==> config.mk <==
export PLATFORM = sky130hd
export DESIGN_NAME = gpio_irq_summary
export DESIGN_NICKNAME = d
export VERILOG_FILES = /design/src/rtl/gpio_sum_pkg.sv /design/src/rtl/gpio_sum_reduce.sv /design/src/rtl/gpio_blk_timer.sv /design/src/rtl/gpio_irq_line.sv /design/src/rtl/gpio_irq_summary.sv
export SDC_FILE = /design/constraint.sdc
export NUM_CORES = 1
export LEC_CHECK = 0
export ABC_AREA = 1
export BUFFER_PORTS_ARGS = -buffer_cell sky130_fd_sc_hd__buf_2
export CORE_AREA = 3 3 176 178
export CTS_CLUSTER_SIZE = 16
export DETAILED_ROUTE_END_ITERATION = 8
export DIE_AREA = 0 0 179 181
export PLACE_DENSITY = 0.34
export SETUP_SLACK_MARGIN = 0.5
export SLEW_MARGIN = 20
export SYNTH_ARGS = -nofsm -noshare
export SYNTH_HDL_FRONTEND = slang
export SYNTH_SLANG_ARGS = --single-unit
==> constraint.sdc <==
create_clock -name clk -period 1.4 [get_ports clk]
set_input_delay 0.14 -clock clk [delete_from_list [all_inputs] [get_ports clk]]
set_output_delay 0.14 -clock clk [all_outputs]
set_load 0.1 [all_outputs]
==> src/rtl/gpio_sum_pkg.sv <==
package gpio_sum_pkg;
  localparam int STAT_W = 32;

  // summary bit that covers a given pin
  function automatic int grp_of_pin(input int pin, input int grp);
    return pin / grp;
  endfunction

  // number of summary bits for a pin count
  function automatic int grp_count(input int pins, input int grp);
    return (pins + grp - 1) / grp;
  endfunction
endpackage

==> src/rtl/gpio_sum_reduce.sv <==
module gpio_sum_reduce #(
  parameter int NUM_PINS = 184,
  parameter int GRP      = 4,
  parameter int NB       = 46
) (
  input  logic [NUM_PINS-1:0] pend,
  input  logic                block,
  output logic [NB-1:0]       grp_any
);
  localparam int PAD = NB * GRP;
  logic [PAD-1:0] padded;
  assign padded = PAD'(pend);

  for (genvar g = 0; g < NB; g++) begin : g_grp
    assign grp_any[g] = (|padded[g*GRP +: GRP]) & ~block;
  end
endmodule

==> src/rtl/gpio_blk_timer.sv <==
module gpio_blk_timer #(
  parameter int LEN_W = 12
) (
  input  logic             clk,
  input  logic             rst_n,
  input  logic             load,
  input  logic             tick,
  input  logic [LEN_W-1:0] len,
  output logic             active
);
  logic [LEN_W-1:0] cnt_q;

  always_ff @(posedge clk or negedge rst_n) begin
    if (!rst_n)                    cnt_q <= '0;
    else if (load)                 cnt_q <= len;
    else if (tick && cnt_q != '0)  cnt_q <= cnt_q - 1'b1;
  end

  assign active = (cnt_q != '0);
endmodule

==> src/rtl/gpio_irq_line.sv <==
module gpio_irq_line (
  input  logic clk,
  input  logic rst_n,
  input  logic any_sum,
  input  logic eoi,
  output logic irq
);
  always_ff @(posedge clk or negedge rst_n) begin
    if (!rst_n) irq <= 1'b0;
    else        irq <= any_sum & ~eoi;
  end
endmodule

==> src/rtl/gpio_irq_summary.sv <==
module gpio_irq_summary #(
  parameter int NUM_PINS = 184,
  parameter int GRP      = 4,
  parameter int LEN_W    = 12
) (
  input  logic                clk,
  input  logic                rst_n,
  input  logic                rtc_tick,
  input  logic [NUM_PINS-1:0] pin_pend,
  input  logic [NUM_PINS-1:0] dbnc_wr,
  input  logic                mask_sts_en,
  input  logic [LEN_W-1:0]    mask_sts_len,
  input  logic                eoi_wr,
  output logic [31:0]         sum_lo,
  output logic [31:0]         sum_hi,
  output logic                host_irq,
  output logic                status_block
);
  import gpio_sum_pkg::*;
  localparam int NB  = grp_count(NUM_PINS, GRP);
  localparam int TOT = 2 * STAT_W;

  logic          dbnc_any;
  logic          blk_load;
  logic [NB-1:0] grp_any;
  logic [NB-1:0] sum_q;
  logic          sum_nonzero;
  logic [TOT-1:0] sum_wide;

  assign dbnc_any = |dbnc_wr;
  assign blk_load = dbnc_any & mask_sts_en & (mask_sts_len != '0);

  gpio_blk_timer #(.LEN_W(LEN_W)) timer_i (
    .clk(clk), .rst_n(rst_n), .load(blk_load), .tick(rtc_tick),
    .len(mask_sts_len), .active(status_block)
  );

  gpio_sum_reduce #(.NUM_PINS(NUM_PINS), .GRP(GRP), .NB(NB)) reduce_i (
    .pend(pin_pend), .block(status_block), .grp_any(grp_any)
  );

  always_ff @(posedge clk or negedge rst_n) begin
    if (!rst_n) sum_q <= '0;
    else        sum_q <= grp_any;
  end

  assign sum_nonzero = |sum_q;
  assign sum_wide    = TOT'(sum_q);
  assign sum_lo      = sum_wide[STAT_W-1:0];
  assign sum_hi      = sum_wide[TOT-1:STAT_W];

  gpio_irq_line line_i (
    .clk(clk), .rst_n(rst_n), .any_sum(sum_nonzero), .eoi(eoi_wr), .irq(host_irq)
  );
endmodule

==> results of run 1 <==
## sequential cells by signal, indices dropped and copies added, names as in the netlist
name,count
line_i.irq,1
timer_i.cnt_q,12
sum_q,46
## cell usage after synthesis (all sizes together), types with 4 or more instances
cell	count
o21ai	4
nor3	4
buf	27
nor4	58
nor2	182
inv	19
nand2	81
nand3	29
xor2	4
dfrtp	59
nand4	12
## report_power, final
part	total (uW)	internal (uW)	switching (uW)	leakage, uW
Clock	2260	1390	871	0.000146
Combinational	1370	654	718	0.00302
Sequential	1790	1750	40.5	0.000717
## cell families after synthesis
group / Yosys count / synth area share, %
flip-flops: 59 / 42.1
AND/OR/NAND/NOR: 369 / 46.8
buffers and inverters: 47 / 7.63
AO/OA/AOI/OAI: 8 / 1.18
other: 1 / 0.107
XOR/XNOR: 6 / 1.50
adder cells (fa/ha/maj): 2 / 0.713
## final cells by class
type                    count  share of cell area, %
flip-flops and latches     59                   19.7
clock inverters             7                  0.993
clock buffers               9                   2.88
well taps                 390                   6.24
inverters                  19                  0.977
repair buffers            484                   42.9
multi-input cells         403                   26.3
## critical path, cell delays in order, from the launching register on
cell,delay (ns)
dfrtp_2,0.45
nor2_4,0.12
nand3_1,0.09
nor2_2,0.13
nand2_2,0.08
buf_12,0.13
buf_12,0.15
## per-layer routing
layer	wire, um	GRT usage (%)
met1	9430	16.9
met3	598	1.43
met5	0	0
met4	100	2.06
met2	11100	20.8
## worst max-delay path by stage
stage | from | to | depth (start not counted)
after CTS | timer_i.cnt_q[0] | status_block | 7
after floorplan | timer_i.cnt_q[0] | timer_i.cnt_q[0] | 10
after global routing | timer_i.cnt_q[2] | status_block | 6
final | timer_i.cnt_q[2] | status_block | 6
after detailed placement | dbnc_wr[147] | timer_i.cnt_q[0] | 11
after global placement | dbnc_wr[147] | timer_i.cnt_q[0] | 11
## cells in the final DEF, fill, tap and decap left out, drive strengths merged
cell type | netlist | layout
a21oi | 3 | 3
a31oi | 1 | 1
buf | 27 | 482
bufinv | 0 | 1
clkbuf | 1 | 9
clkinv | 0 | 4
clkinvlp | 0 | 1
conb | 1 | 18
dfrtp | 59 | 59
dlygate4sd3 | 0 | 2
ha | 2 | 2
inv | 19 | 20
nand2 | 81 | 81
nand3 | 29 | 29
nand3b | 3 | 3
nand4 | 12 | 12
nor2 | 182 | 182
nor3 | 4 | 4
nor4 | 58 | 58
o21ai | 4 | 4
xnor2 | 2 | 2
xor2 | 4 | 4
## through the flow
| stage | power, uW | hold WS [ns] | instances | area [sq um] | TNS (ns) |
|---|---|---|---|---|---|
| final | 5420 | 0.0335 | 1371 | 7820 | -6.99 |
| after detailed placement | 3080 | 0.183 | 1341 | 6420 | -6.60 |
| after floorplan | 2350 | -0.156 | 509 | 3650 | 0 |
| after global placement | 3080 | 0.193 | 1341 | 6420 | -6.15 |
| after CTS | 5500 | 0.0137 | 1366 | 7650 | -8.64 |
| after global routing | 5760 | 0.0193 | 1371 | 7820 | -12.15 |
## timing repair
item | 4_1_cts | 5_1_grt
endpoints found under the hold margin | 60 | 0
buffers inserted | 7 | 5
endpoints found under the setup margin | 107 | 107
pin swaps | 11 | 5
resized for setup | 223 | 28
hold buffers | 2 | 0
==> impl_metrics.ini, run 1 <==
[run_status]
status = finished, violations left
violations = setup timing

[floorplanning]
die_h_um = 181
num_rows = 63
start_util_pct = 11.9
io_pins = 451
die_x_um = 179
dieArea_sq_um = 32400
coreArea_sq_um = 29600

[min_path]
min_to = sum_q[34]
hold_depth = 3
hp-start = pin_pend[138]
holdCritPathClass = in2reg

[synthesis]
yosys-top-cells-area = dfrtp_1 42%, nor2_1 19%, nor4_1 10%
seq_area_frac_synth_pct = 42.1
avgSynthCellArea_sq_um = 7.13
yosysWarningCount = 0
netlist_area_sq_um = 3510
synth_top_area_share_pct = 42.1
synth_flop_cell = dfrtp_1
ys_ff_latch = 59
synth_edf_count = 0
synth.distinct_cells = 26
postSynthCellCount = 492
async_reset_ff_share_pct = 100
yosys.area.top_type = dfrtp_1

[placed_design]
portBuffers = 432
place_congestion = 0.813
hpwlAfterDp_um = 18600
dpl_worst_slack_ns = -0.265

[clocking]
cts_buffer_depth = 2
tritoncts = done
h-tree-depth = 3
clkTransAtPathRegs_ns = 0.06
clock-sinks = 59
insertion_delay_ns = 0.33
numCtsBuffers = 9
cts_root_buf = clkbuf_16

[critical_path]
crit_required_ns = 1.26
r2r-start = timer_i.cnt_q[2]
worst-setup-path-type = reg2out
worst-path-max-fanout = 4
crit_arrival_ns = 1.49
reg2reg_slack_ns = -0.18
end_kind = output pin
ff2ff_path_depth = 10
r2r-end = timer_i.cnt_q[9]
crit_path_start_kind = flip-flop

[sta]
period_share_pct = 117
setup_slack_ns = -0.232
worstMarginPinSlew_ns = 0.520
finalCriticalPeriod_ns = 1.63
setup_viol = 56
rsz0062_at_grt = true
hold_viol_final = 0
fin_skew_ns = 0.00686
fmax_mhz = 613
maxSlewViolCount = 0
relSlewSlack_pct = 65.0

[power]
p_leak_uw = 0.00388
power.density_nw_per_um2 = 694
peakVddDrop_mv = 0.472

[route]
via_count = 5016
vias_per_cell = 3.66
wl_um = 21200
drt-initial-drc-count = 153
drc = 0
avgRoutedWirePerCell_um = 15.5
first_pass_iters = 4
drtAntennaViolNets = 0

[cells_and_area]
antenna_cells = 0
nFillCells = 3300
final_util_pct = 26.4
syn2layout_area_growth_pct = 123
multiInputGateArea_sq_um = 2050
drive_gt1_share_pct = 60.4
nets = 1363
ff_latch_area_sq_um = 1540

[global_routing]
grt_overflow = 0
grt_pass1_vias = 5005
grtUsageTotal_pct = 12.3
grt_max_degree = 60
antenna_found_initial = 0
grt_pass1_wl_um = 29900

[flow_run]
cap_violations = 0
Power figures use the tool's default switching activity.
==> run 2: changes to the inputs <==
- RECOVER_POWER: unset -> 100
==> impl_metrics.ini, run 2 (synthesis gave the netlist of run 1 again) <==
[min_path]
hp-start = pin_pend[102]
holdCritPathClass = in2reg

[critical_path]
worst-setup-path-type = reg2out
cpMaxStageDelayCell = dfrtp_2
max_stage_delay_ns = 0.45
critPathCapture = status_block
crit_arrival_ns = 1.49
r2r-start = timer_i.cnt_q[2]
r2r-end = timer_i.cnt_q[9]
path_common_cell = buf_12
worst-path-max-fanout = 4
crit_path_start_kind = flip-flop
path_cells = nor2_4 -> nand3_1 -> nor2_2 -> nand2_2 -> buf_12 -> buf_12
reg2reg_slack_ns = -0.18
end_kind = output pin
critPathLaunch = timer_i.cnt_q[2]
ff2ff_path_depth = 10
crit_required_ns = 1.26

[clocking]
clkTransAtPathRegs_ns = 0.06
insertion_delay_ns = 0.33
clock-sinks = 59
cts_buffer_depth = 2
tritoncts = done
numCtsBuffers = 9
cts_root_buf = clkbuf_16
h-tree-depth = 3

[run_status]
violations = setup timing
status = finished, violations left

[cells_and_area]
nFillCells = 3362
drive_gt1_share_pct = 59.3
top_regs = sum_q: 46 flops, timer_i.cnt_q: 12 flops, line_i.irq: 1 flops
syn2layout_area_growth_pct = 109
top_register = sum_q
multiInputGateArea_sq_um = 2040
antenna_cells = 0
layout_common_cells = 384 x buf_2, 165 x nor2_1, 77 x nand2_1
ff_latch_area_sq_um = 1530
largest_reg_flops = 46
final_common_cell = buf_2
layoutNonFillerInstCount = 1371
nets = 1363

[route]
drtAntennaViolNets = 0
vias_per_cell = 3.64
drt-initial-drc-count = 168
first_pass_iters = 4
drc = 0
via_count = 4993
wl_um = 21300
avgRoutedWirePerCell_um = 15.5

[floorplanning]
dieArea_sq_um = 32400
start_util_pct = 11.9
die_x_um = 179
num_rows = 63
io_pins = 451
coreArea_sq_um = 29600
die_h_um = 181

[global_routing]
grt_overflow = 0
grt_pass1_wl_um = 29900
antenna_found_initial = 0
grt_pass1_vias = 5005
grtUsageTotal_pct = 12.3
grt_max_degree = 60

[placed_design]
hpwlAfterDp_um = 18600
place_congestion = 0.813
dp.cells = 1341
portBuffers = 432

[sta]
hold_viol_final = 0
relSlewSlack_pct = 41.7
setup_slack_ns = -0.232
finalCriticalPeriod_ns = 1.63
setup_viol = 56
fmax_mhz = 613
setup-tns-final_ns = -6.95
worstMarginPinSlew_ns = 0.874
fin_skew_ns = 0.00659
period_share_pct = 117
maxSlewViolCount = 0
rsz0062_at_grt = true

[power]
p_leak_uw = 0.00377
peakVddDrop_mv = 0.472
power.density_nw_per_um2 = 738

[flow_run]
cap_violations = 0
[run 2: cell count changes in the layout (fill, tap and decap cells not counted), sizes merged]
cell    previous run  this run
buf              482       452
clkbuf             9        39
[run 2: metrics by stage]
stage	utilization, %	total power, uW	worst slack, ns	instance area [sq um]	hold WS [ns]
after floorplan	-	2350	0.0212	3650	-0.156
after global placement	21.7	3080	-0.252	6420	0.193
after detailed placement	21.7	3080	-0.265	6420	0.183
after CTS	25.9	5500	-0.277	7650	0.0137
after global routing	24.8	5750	-0.309	7330	0.0193
final	24.8	5410	-0.232	7330	0.0337
[run 2: how the worst min path moves through the flow]
stage	slack, ns	endpoint	cells past startpoint
2_1_floorplan	-0.16	line_i.irq	0
3_3_place_gp	0.19	sum_q[33]	2
3_5_place_dp	0.18	sum_q[33]	2
4_1_cts	0.01	sum_q[31]	3
5_1_grt	0.02	sum_q[34]	3
6_report	0.03	sum_q[25]	3
[run 2: layer usage]
layer | wire [um] | GRT usage [%]
met1 | 9470 | 16.9
met2 | 11100 | 20.8
met3 | 614 | 1.43
met4 | 99 | 2.06
met5 | 0 | 0
[run 2: layout make-up]
type	count	share of cell area (%)
Inverter	19	1.04
Timing Repair Buffer	484	39.4
Clock inverter	7	1.06
Clock buffer	9	3.07
Sequential cell	59	20.8
Multi-Input combinational cell	403	27.9
Tap cell	390	6.66
[run 2: critical path: cells and delay by family, from the launching register on]
family	cells	cell delay [ns]
buffers and inverters	2	0.28
DFF	1	0.45
and+or+nand+nor	4	0.42
[run 2: repair_timing]
action,CTS,global route
endpoints found under the setup margin,107,107
gates resized for setup,223,28
hold buffers,2,0
buffers inserted,7,5
endpoints found under the hold margin,60,0
pin swaps,11,5
gates cloned,0,0
[run 2: power breakdown]
part	total, uW	switching (uW)	internal (uW)
combinational	1360	717	647
clock	2260	868	1390
sequential	1790	39.9	1750
==> run 3: changes to the inputs <==
- PLACE_DENSITY: 0.34 -> 0.33
- clock period: 1.4 -> 2 ns (I/O delays scaled with it)
==> impl_metrics.ini, run 3 (synthesis gave the netlist of run 1 again) <==
[run_status]
status = completed

[clocking]
cts_root_buf = clkbuf_16
cts_buffer_depth = 2
numCtsBuffers = 9
clkTransAtPathRegs_ns = 0.06
tritoncts = done
insertion_delay_ns = 0.35
clock-sinks = 59
h-tree-depth = 3

[power]
p_total_uw = 3900
power.clock.fraction_pct = 44.9
power.density_nw_per_um2 = 562
p_leak_uw = 0.00369
peakVddDrop_mv = 0.373
seq_power_share_pct = 32.3
power_switching_uw = 1110
intPower_uw = 2780
swShare_pct = 28.6
pwr-share-comb_pct = 22.8

[sta]
setup-tns-final_ns = 0
whs_ns = 0.0837
finalCriticalPeriod_ns = 1.79
fmax_mhz = 558
period_share_pct = 89.6
rsz0062_at_grt = true
worstMarginPinSlew_ns = 0.901
setup_viol = 0
maxSlewViolCount = 0
fin_skew_ns = 0.0103
hold_viol_final = 0
relSlewSlack_pct = 40.0

[cells_and_area]
top_regs = sum_q: 46 flops, timer_i.cnt_q: 12 flops, line_i.irq: 1 flops
top_register = sum_q
nets = 1341
final_common_cell = buf_2
syn2layout_area_growth_pct = 97.7
antenna_cells = 0
largest_reg_flops = 46
nFillCells = 3391
final_area_sq_um = 6930
final_util_pct = 23.5
layout_common_cells = 388 x buf_2, 144 x nor2_1, 78 x nand2_1
drive_gt1_share_pct = 55.2

[min_path]
holdCritPathClass = in2reg
hp-start = pin_pend[182]
hold_depth = 3
min_to = sum_q[45]

[global_routing]
grt_overflow = 0
grt_pass1_wl_um = 31600
antenna_found_initial = 0
grtUsageTotal_pct = 13.5
grt_max_degree = 60
grt_pass1_vias = 4856

[route]
via_count = 4956
drt-initial-drc-count = 245
vias_per_cell = 3.67
drc = 0
avgRoutedWirePerCell_um = 17.4
first_pass_iters = 4
drtAntennaViolNets = 0
wl_um = 23500

[floorplanning]
start_util_pct = 11.9
die_x_um = 179
dieArea_sq_um = 32400
io_pins = 451
coreArea_sq_um = 29600
num_rows = 63
die_h_um = 181

[critical_path]
end_kind = output pin
crit_required_ns = 1.80
r2r-end = sum_q[21]
reg2reg_slack_ns = 0.25
critPathTopFamily = simple AND/OR/NAND/NOR gates
max_stage_delay_ns = 0.44
crit_arrival_ns = 1.59
r2r-start = timer_i.cnt_q[1]
path_buf_inv = 2
path_cells = nor2_4 -> nand3_1 -> nor2_2 -> nand2_1 -> buf_12 -> buf_6
ff2ff_path_depth = 10
worst-setup-path-type = reg2out
crit_path_start_kind = flip-flop
worst-path-max-fanout = 4
cpMaxStageDelayCell = dfrtp_1

[placed_design]
hpwlAfterDp_um = 19500
post_dp_cell_area_sq_um = 6100
place_congestion = 0.895
portBuffers = 432

[flow_run]
cap_violations = 0
-- run 3: changes by cell type in the layout (fill, tap and decap cells not counted), sizes merged --
cell    previous run  this run
buf              452       408
clkinv             4         1
bufinv             1         2
inv               20        19
clkbuf            39        64
-- run 3: worst min-delay path, stage by stage --
cell	delay [ns]
buf_2	0.07
nor4_1	0.04
nor2_2	0.07
-- run 3: worst max path at each step --
stage	startpoint	to	slack (ns)	cells past startpoint
4_1_cts	timer_i.cnt_q[1]	status_block	0.25	7
3_5_place_dp	dbnc_wr[143]	timer_i.cnt_q[5]	0.31	11
3_3_place_gp	dbnc_wr[143]	timer_i.cnt_q[0]	0.30	11
2_1_floorplan	sum_q[6]	line_i.irq	0.51	4
6_report	timer_i.cnt_q[3]	status_block	0.21	6
5_1_grt	timer_i.cnt_q[3]	status_block	0.11	6
-- run 3: metrics by stage --
| stage | std cells | worst slack, ns |
|---|---|---|
| finish | 1349 | 0.209 |
| global route | 1349 | 0.107 |
| CTS | 1340 | 0.255 |
| detailed placement | 1308 | 0.313 |
| global placement | 1308 | 0.303 |
| floorplan | 509 | 0.512 |
-- run 3: what timing repair did --
| action | CTS | global route |
|---|---|---|
| gates resized for setup | 27 | 89 |
| gates cloned | 2 | 4 |
| endpoints found under the hold margin | 60 | 0 |
| setup buffers | 12 | 5 |
| pin swaps | 5 | 42 |
| hold buffers | 2 | 0 |
| endpoints found under the setup margin | 13 | 58 |
-- run 3: power groups by stage --
stage | registers [uW] | logic (uW) | clock network, uW
floorplan | 1280 | 368 | 0
global placement | 1280 | 815 | 0
detailed placement | 1270 | 814 | 0
CTS | 1260 | 878 | 1830
global route | 1260 | 978 | 1880
finish | 1260 | 889 | 1750
-- run 3: layout make-up --
class	count	area [sq um]	share of cell area, %
multi-input cells	403	2120	30.6
inverters	19	78.8	1.14
clock inverters	4	72.6	1.05
clock buffers	12	256	3.70
repair buffers	462	2440	35.1
flip-flops and latches	59	1480	21.3
well taps	390	488	7.04
-- run 3: metal layers --
metal	vias to the layer above	global-route usage, %	part of all wire (%)
li1	2534	-	-
met1	2268	18.6	45
met2	139	21.8	50
met3	15	2.37	3.7
met4	0	2.99	1.1
met5	-	0	0
